## config.mk

```make
export PLATFORM = sky130hd
export DESIGN_NAME = cplx_scale_ctrl
export DESIGN_NICKNAME = d
export VERILOG_FILES = /design/src/rtl/cplx_scale_pkg.sv /design/src/rtl/trunc_mult.sv /design/src/rtl/pass_seq.sv /design/src/rtl/cplx_scale_ctrl.sv
export SDC_FILE = /design/constraint.sdc
export NUM_CORES = 1
export LEC_CHECK = 0
export ABC_AREA = 0
export BUFFER_PORTS_ARGS = -buffer_cell sky130_fd_sc_hd__buf_2
export CAP_MARGIN = 20
export CORE_ASPECT_RATIO = 1.25
export CORE_UTILIZATION = 33
export DETAILED_ROUTE_END_ITERATION = 6
export GPL_TIMING_DRIVEN = 0
export PLACE_DENSITY = 0.56
export SYNTH_ARGS = -nofsm -noshare
export SYNTH_HDL_FRONTEND = slang
export SYNTH_SLANG_ARGS = --single-unit
```

## constraint.sdc

```tcl
create_clock -name clk_i -period 7.8 [get_ports clk_i]
set_clock_uncertainty 0.05 [all_clocks]
set_input_delay 0.39 -clock clk_i [delete_from_list [all_inputs] [get_ports clk_i]]
set_output_delay 0.39 -clock clk_i [all_outputs]
set_load 0.01 [all_outputs]
```

## src/rtl/cplx_scale_pkg.sv

```systemverilog
package cplx_scale_pkg;
    localparam int SAMPLE_W = 16;
    localparam int NUM_PTS  = 1024;
    localparam int KEEP_LSB = 8;

    typedef enum logic {LANE_RE = 1'b0, LANE_IM = 1'b1} lane_e;
    localparam int NUM_LANES = 2;
endpackage

```

## src/rtl/trunc_mult.sv

```systemverilog
module trunc_mult #(
    parameter int IN_W   = 16,
    parameter int LSB    = 8,
    localparam int PROD_W = 2 * IN_W
) (
    input  logic signed [IN_W-1:0]   a_i,
    input  logic signed [IN_W-1:0]   b_i,
    output logic signed [PROD_W-1:0] prod_o,
    output logic        [IN_W-1:0]   slice_o
);
    logic signed [PROD_W-1:0] prod;

    always_comb begin
        prod    = a_i * b_i;
        prod_o  = prod;
        slice_o = prod[LSB+IN_W-1:LSB];
    end
endmodule

```

## src/rtl/pass_seq.sv

```systemverilog
module pass_seq #(
    parameter int NPTS = 1024,
    localparam int AW  = $clog2(NPTS)
) (
    input  logic          clk_i,
    input  logic          rst_ni,
    input  logic          start_i,
    output logic [AW-1:0] rd_addr_o,
    output logic [AW-1:0] wr_addr_o,
    output logic          wr_en_o,
    output logic          done_o
);
    localparam logic [AW-1:0] LAST = AW'(NPTS - 1);

    typedef struct packed {
        logic          run;
        logic [AW-1:0] idx;
        logic          vld;
        logic [AW-1:0] waddr;
        logic          done;
    } seq_t;

    seq_t s_d, s_q;

    always_comb begin
        s_d       = s_q;
        s_d.vld   = s_q.run;
        s_d.waddr = s_q.idx;
        s_d.done  = s_q.vld && (s_q.waddr == LAST);
        if (s_q.run) begin
            s_d.idx = s_q.idx + 1'b1;
            if (s_q.idx == LAST) begin
                s_d.run = 1'b0;
                s_d.idx = '0;
            end
        end else if (start_i && !s_q.vld) begin
            s_d.run = 1'b1;
            s_d.idx = '0;
        end
    end

    always_ff @(posedge clk_i or negedge rst_ni) begin
        if (!rst_ni) s_q <= '0;
        else         s_q <= s_d;
    end

    assign rd_addr_o = s_q.idx;
    assign wr_addr_o = s_q.waddr;
    assign wr_en_o   = s_q.vld;
    assign done_o    = s_q.done;

    p_done_pulse_r7: assert property (@(posedge clk_i) disable iff (!rst_ni)
        done_o |=> !done_o);
    p_done_after_last_r7: assert property (@(posedge clk_i) disable iff (!rst_ni)
        done_o |-> ($past(wr_en_o) && $past(wr_addr_o) == LAST && !wr_en_o));
    p_addr_step_r6: assert property (@(posedge clk_i) disable iff (!rst_ni)
        (wr_en_o && $past(wr_en_o)) |-> (wr_addr_o == $past(wr_addr_o) + 1'b1));
    p_first_addr_r6: assert property (@(posedge clk_i) disable iff (!rst_ni)
        $rose(wr_en_o) |-> (wr_addr_o == '0));
    p_ignore_start_r8: assert property (@(posedge clk_i) disable iff (!rst_ni)
        (s_q.run && s_q.idx != LAST) |=> (s_q.run && s_q.idx == $past(s_q.idx) + 1'b1));
endmodule

```

## src/rtl/cplx_scale_ctrl.sv

```systemverilog
module cplx_scale_ctrl
    import cplx_scale_pkg::*;
#(
    parameter int DW   = SAMPLE_W,
    parameter int NPTS = NUM_PTS,
    parameter int LSB  = KEEP_LSB,
    localparam int AW  = $clog2(NPTS),
    localparam int PW  = 2 * DW
) (
    input  logic          clk_i,
    input  logic          rst_ni,
    input  logic          start_i,
    input  logic [DW-1:0] sig_re_i,
    input  logic [DW-1:0] sig_im_i,
    input  logic [DW-1:0] wav_i,
    output logic [AW-1:0] rd_addr_re_o,
    output logic [AW-1:0] rd_addr_im_o,
    output logic [AW-1:0] wr_addr_o,
    output logic          wr_en_o,
    output logic [DW-1:0] res_re_o,
    output logic [DW-1:0] res_im_o,
    output logic [PW-1:0] mon_re_o,
    output logic [PW-1:0] mon_im_o,
    output logic          done_o
);
    logic [AW-1:0] rd_addr;
    logic [DW-1:0] lane_in  [NUM_LANES];
    logic [DW-1:0] lane_res [NUM_LANES];
    logic [PW-1:0] lane_mon [NUM_LANES];

    pass_seq #(.NPTS(NPTS)) u_seq (
        .clk_i     (clk_i),
        .rst_ni    (rst_ni),
        .start_i   (start_i),
        .rd_addr_o (rd_addr),
        .wr_addr_o (wr_addr_o),
        .wr_en_o   (wr_en_o),
        .done_o    (done_o)
    );

    assign lane_in[LANE_RE] = sig_re_i;
    assign lane_in[LANE_IM] = sig_im_i;

    for (genvar g = 0; g < NUM_LANES; g++) begin : g_lane
        trunc_mult #(.IN_W(DW), .LSB(LSB)) u_mul (
            .a_i     (lane_in[g]),
            .b_i     (wav_i),
            .prod_o  (lane_mon[g]),
            .slice_o (lane_res[g])
        );
    end

    assign rd_addr_re_o = rd_addr;
    assign rd_addr_im_o = rd_addr;
    assign res_re_o     = lane_res[LANE_RE];
    assign res_im_o     = lane_res[LANE_IM];
    assign mon_re_o     = lane_mon[LANE_RE];
    assign mon_im_o     = lane_mon[LANE_IM];

    p_quiet_until_start_r1: assert property (@(posedge clk_i) disable iff (!rst_ni)
        (!wr_en_o && !done_o && !$past(wr_en_o)) |=> !done_o);
endmodule

```

==> impl_metrics.yaml <==
setup_path:
  crit_buf_inv: 8
  path_class: "input pin to output pin"
  cpPeakStageDelay_ps: 730
  crit_family: "adder cells"
  crit_top_cell: "fa_1"
  worst_path_max_delay_cell: "clkbuf_1"
  startpoint_type: "input pin"
  cp-end-kind: "output pin"
  cp.required_ps: 7360
  path_cells: "buf_2, clkbuf_1, nand2_1, fa_1, inv_1, ha_1, inv_1, fa_1, fa_1, inv_1, fa_1, fa_1, ha_1, clkbuf_1, a211o_1, a211o_1, o21ai_0, o21ai_0, o22ai_1, o21bai_1, a21oi_1, xnor2_1, buf_4, buf_2"
  arrival_ps: 7090
  path_max_fanout: 14
yosys:
  synth_fp_nets: 3058
  yosysSeqAreaShare: 0.02740
  synth_area_um2: 21000
  synth_area_per_cell_um2: 9.061
  synth_cells: 2318
  synth-edff-count: 0
  yosys_warnings: 0
  ys.flop_type: "dfrtp_1"
  yosysUniqueCellTypes: 57
  synthArstFlopShare: 1.000
  ys_ff_latch: 23
detailed_routing:
  vias: 15898
  drtAntennaViolNets: 0
  drc: 0
  drtIter0Drc: 792
  dr.pass1.iters: 5
  wl_per_cell_um: 17.40
  routed_wl_um: 58160
  viasPerCell: 4.756
clock_tree:
  numCtsBuffers: 3
  worstSkewPairLatency_ps: 250
  cts-root-buf: "clkbuf_16"
  h-tree-depth: 1
  clk_pin_slew_worst_paths_ps: 60
  cts_buffer_depth: 2
  clock-sinks: 23
  cts_hold_buf: 0
  cts_tree: "done"
placement:
  gp_congestion: 0.8879
  io_buffers: 178
  pre_cts_slack_ps: 72.17
  dp_cells: 3336
  dpl.hpwl_um: 50300
  post_dp_cell_area_um2: 22950
die:
  core-area_um2: 63020
  io_pins: 179
  die_area_um2: 64670
  die_w_um: 227.7
  rows: 103
  die_y_um: 284.1
  start_util: 0.3333
layout:
  stdcell_count: 3343
  mostFrequentLayoutCell: "inv_1"
  area_growth_pct: 9.912
  drive_gt1_frac: 0.1124
  final_cell_mix: "inv_1, fa_1, and2_1"
  postLayoutCellArea_um2: 23090
  nets: 3240
grt:
  grt_pass1_wl_um: 92960
  grt_max_degree: 24
  antenna_found_initial: 6
  grt_util_all_layers: 0.1866
  overflow: 0
  first_global_vias: 17292
sta:
  fin_crit_ps: 7531
  hold_ws_ps: 45.56
  hold_viol_final: 0
  setup_viol: 0
  rsz0062_at_grt: "true"
  max_slew_margin: 0.3868
  slew_viol_final: 0
  worstMarginPinSlew_ps: 919.9
  setup_slack_ps: 269.4
  max_freq_ghz: 0.1328
  post-route-period-util: 0.9655
job:
  max_cap_viol_count: 0
min_path:
  hold_path_class: "input pin to asynchronous set/reset pin"
run_status:
  status: "complete, no violations"
[registers in the layout, indices dropped and copies added, names as in the netlist]
register	cells
u_seq.s_d	1
u_seq.done_o	1
u_seq.wr_en_o	1
u_seq.wr_addr_o	10
u_seq.rd_addr_o	10
[layer usage]
| metal | up-vias | share of wire | track usage |
|---|---|---|---|
| li1 | 7082 | - | - |
| met1 | 8292 | 0.39 | 0.2374 |
| met2 | 453 | 0.53 | 0.3413 |
| met3 | 63 | 0.063 | 0.01799 |
| met4 | 8 | 0.018 | 0.03289 |
| met5 | - | 0.00069 | 0 |
[synthesized netlist by cell type, types with 2 or more instances]
library cell	instances	area share
a211o_1	6	0.0025
a211oi_1	2	0.00071
a21boi_0	4	0.0014
a21o_1	22	0.0079
a21oi_1	46	0.011
a221oi_1	2	0.00083
a311oi_1	3	0.0013
and2_1	256	0.076
and3_1	14	0.0042
buf_4	52	0.019
clkbuf_1	83	0.015
dfrtp_1	23	0.027
fa_1	524	0.50
ha_1	165	0.098
inv_1	596	0.11
nand2_1	253	0.045
nand2b_1	13	0.0039
nand3_1	14	0.0033
nand4_1	4	0.0012
nor2_1	56	0.010
nor2b_1	7	0.0021
nor3_1	11	0.0026
nor4_1	3	0.00089
o211ai_1	5	0.0018
o21a_1	9	0.0032
o21ai_0	32	0.0076
o21bai_1	5	0.0018
o22ai_1	3	0.00089
o311ai_0	2	0.00083
o31a_1	2	0.00083
o31ai_1	6	0.0021
or2_2	2	0.00060
or3_1	2	0.00060
xnor2_1	57	0.024
xor2_1	12	0.0050
[final cells by class]
class / count / area, um^2
buffer: 135 / 743.2
timing repair buffer: 178 / 890.9
fill: 6551 / 39930
antenna: 4 / 10.01
sequential: 23 / 575.6
multi-input combinational: 1563 / 17500
clock buffer: 4 / 78.83
tap: 840 / 1051
inverter: 596 / 2237
[through the flow]
stage	utilization	TNS, ps
finish	0.3663	0
global route	0.3662	-17.95
CTS	0.3654	0
detailed placement	0.3641	0
global placement	0.3641	0
floorplan	-	0
[cells by family after synthesis]
group | synth area share
flip-flops | 0.02740
buffers and inverters | 0.1401
XOR/XNOR | 0.02877
adder cells (fa/ha/maj) | 0.5977
AND/OR/NAND/NOR | 0.1540
AO/OA/AOI/OAI | 0.05153
multiplexers | 0.0004766
[worst reg2reg max path, delay by kind of cell, from the launching register on]
kind	cells	cell delay, ps
fa+ha+maj	1	240
compound gates	3	590
flops	1	480
simple gates	4	650
buf+inv	1	380
[path summary, 6_finish.rpt]
| path | startpoint | to | slack, ps | cells after the start |
|---|---|---|---|---|
| setup / recovery | wav_i[9] | res_re_o[14] | 270 | 24 |
| hold / removal | rst_ni | u_seq.rd_addr_o[4] | 50 | 1 |
| setup reg to reg | u_seq.rd_addr_o[0] | u_seq.rd_addr_o[5] | 5260 | 9 |
| hold reg to reg | u_seq.s_d[11] | u_seq.wr_en_o | 350 | 0 |
| max in group asynchronous | rst_ni | u_seq.wr_addr_o[4] | 7320 | 1 |
| min in group clk_i | u_seq.s_d[11] | u_seq.wr_en_o | 350 | 0 |
[repair_timing]
item                                   in CTS  in global routing
setup endpoints to repair                   0                 18
endpoints found under the hold margin       0                  0
setup buffers                               0                  0
resized for setup                           0                 72
Power is not shown: default switching activity piles up to over one toggle a cycle in this logic, so the estimate is an artifact.
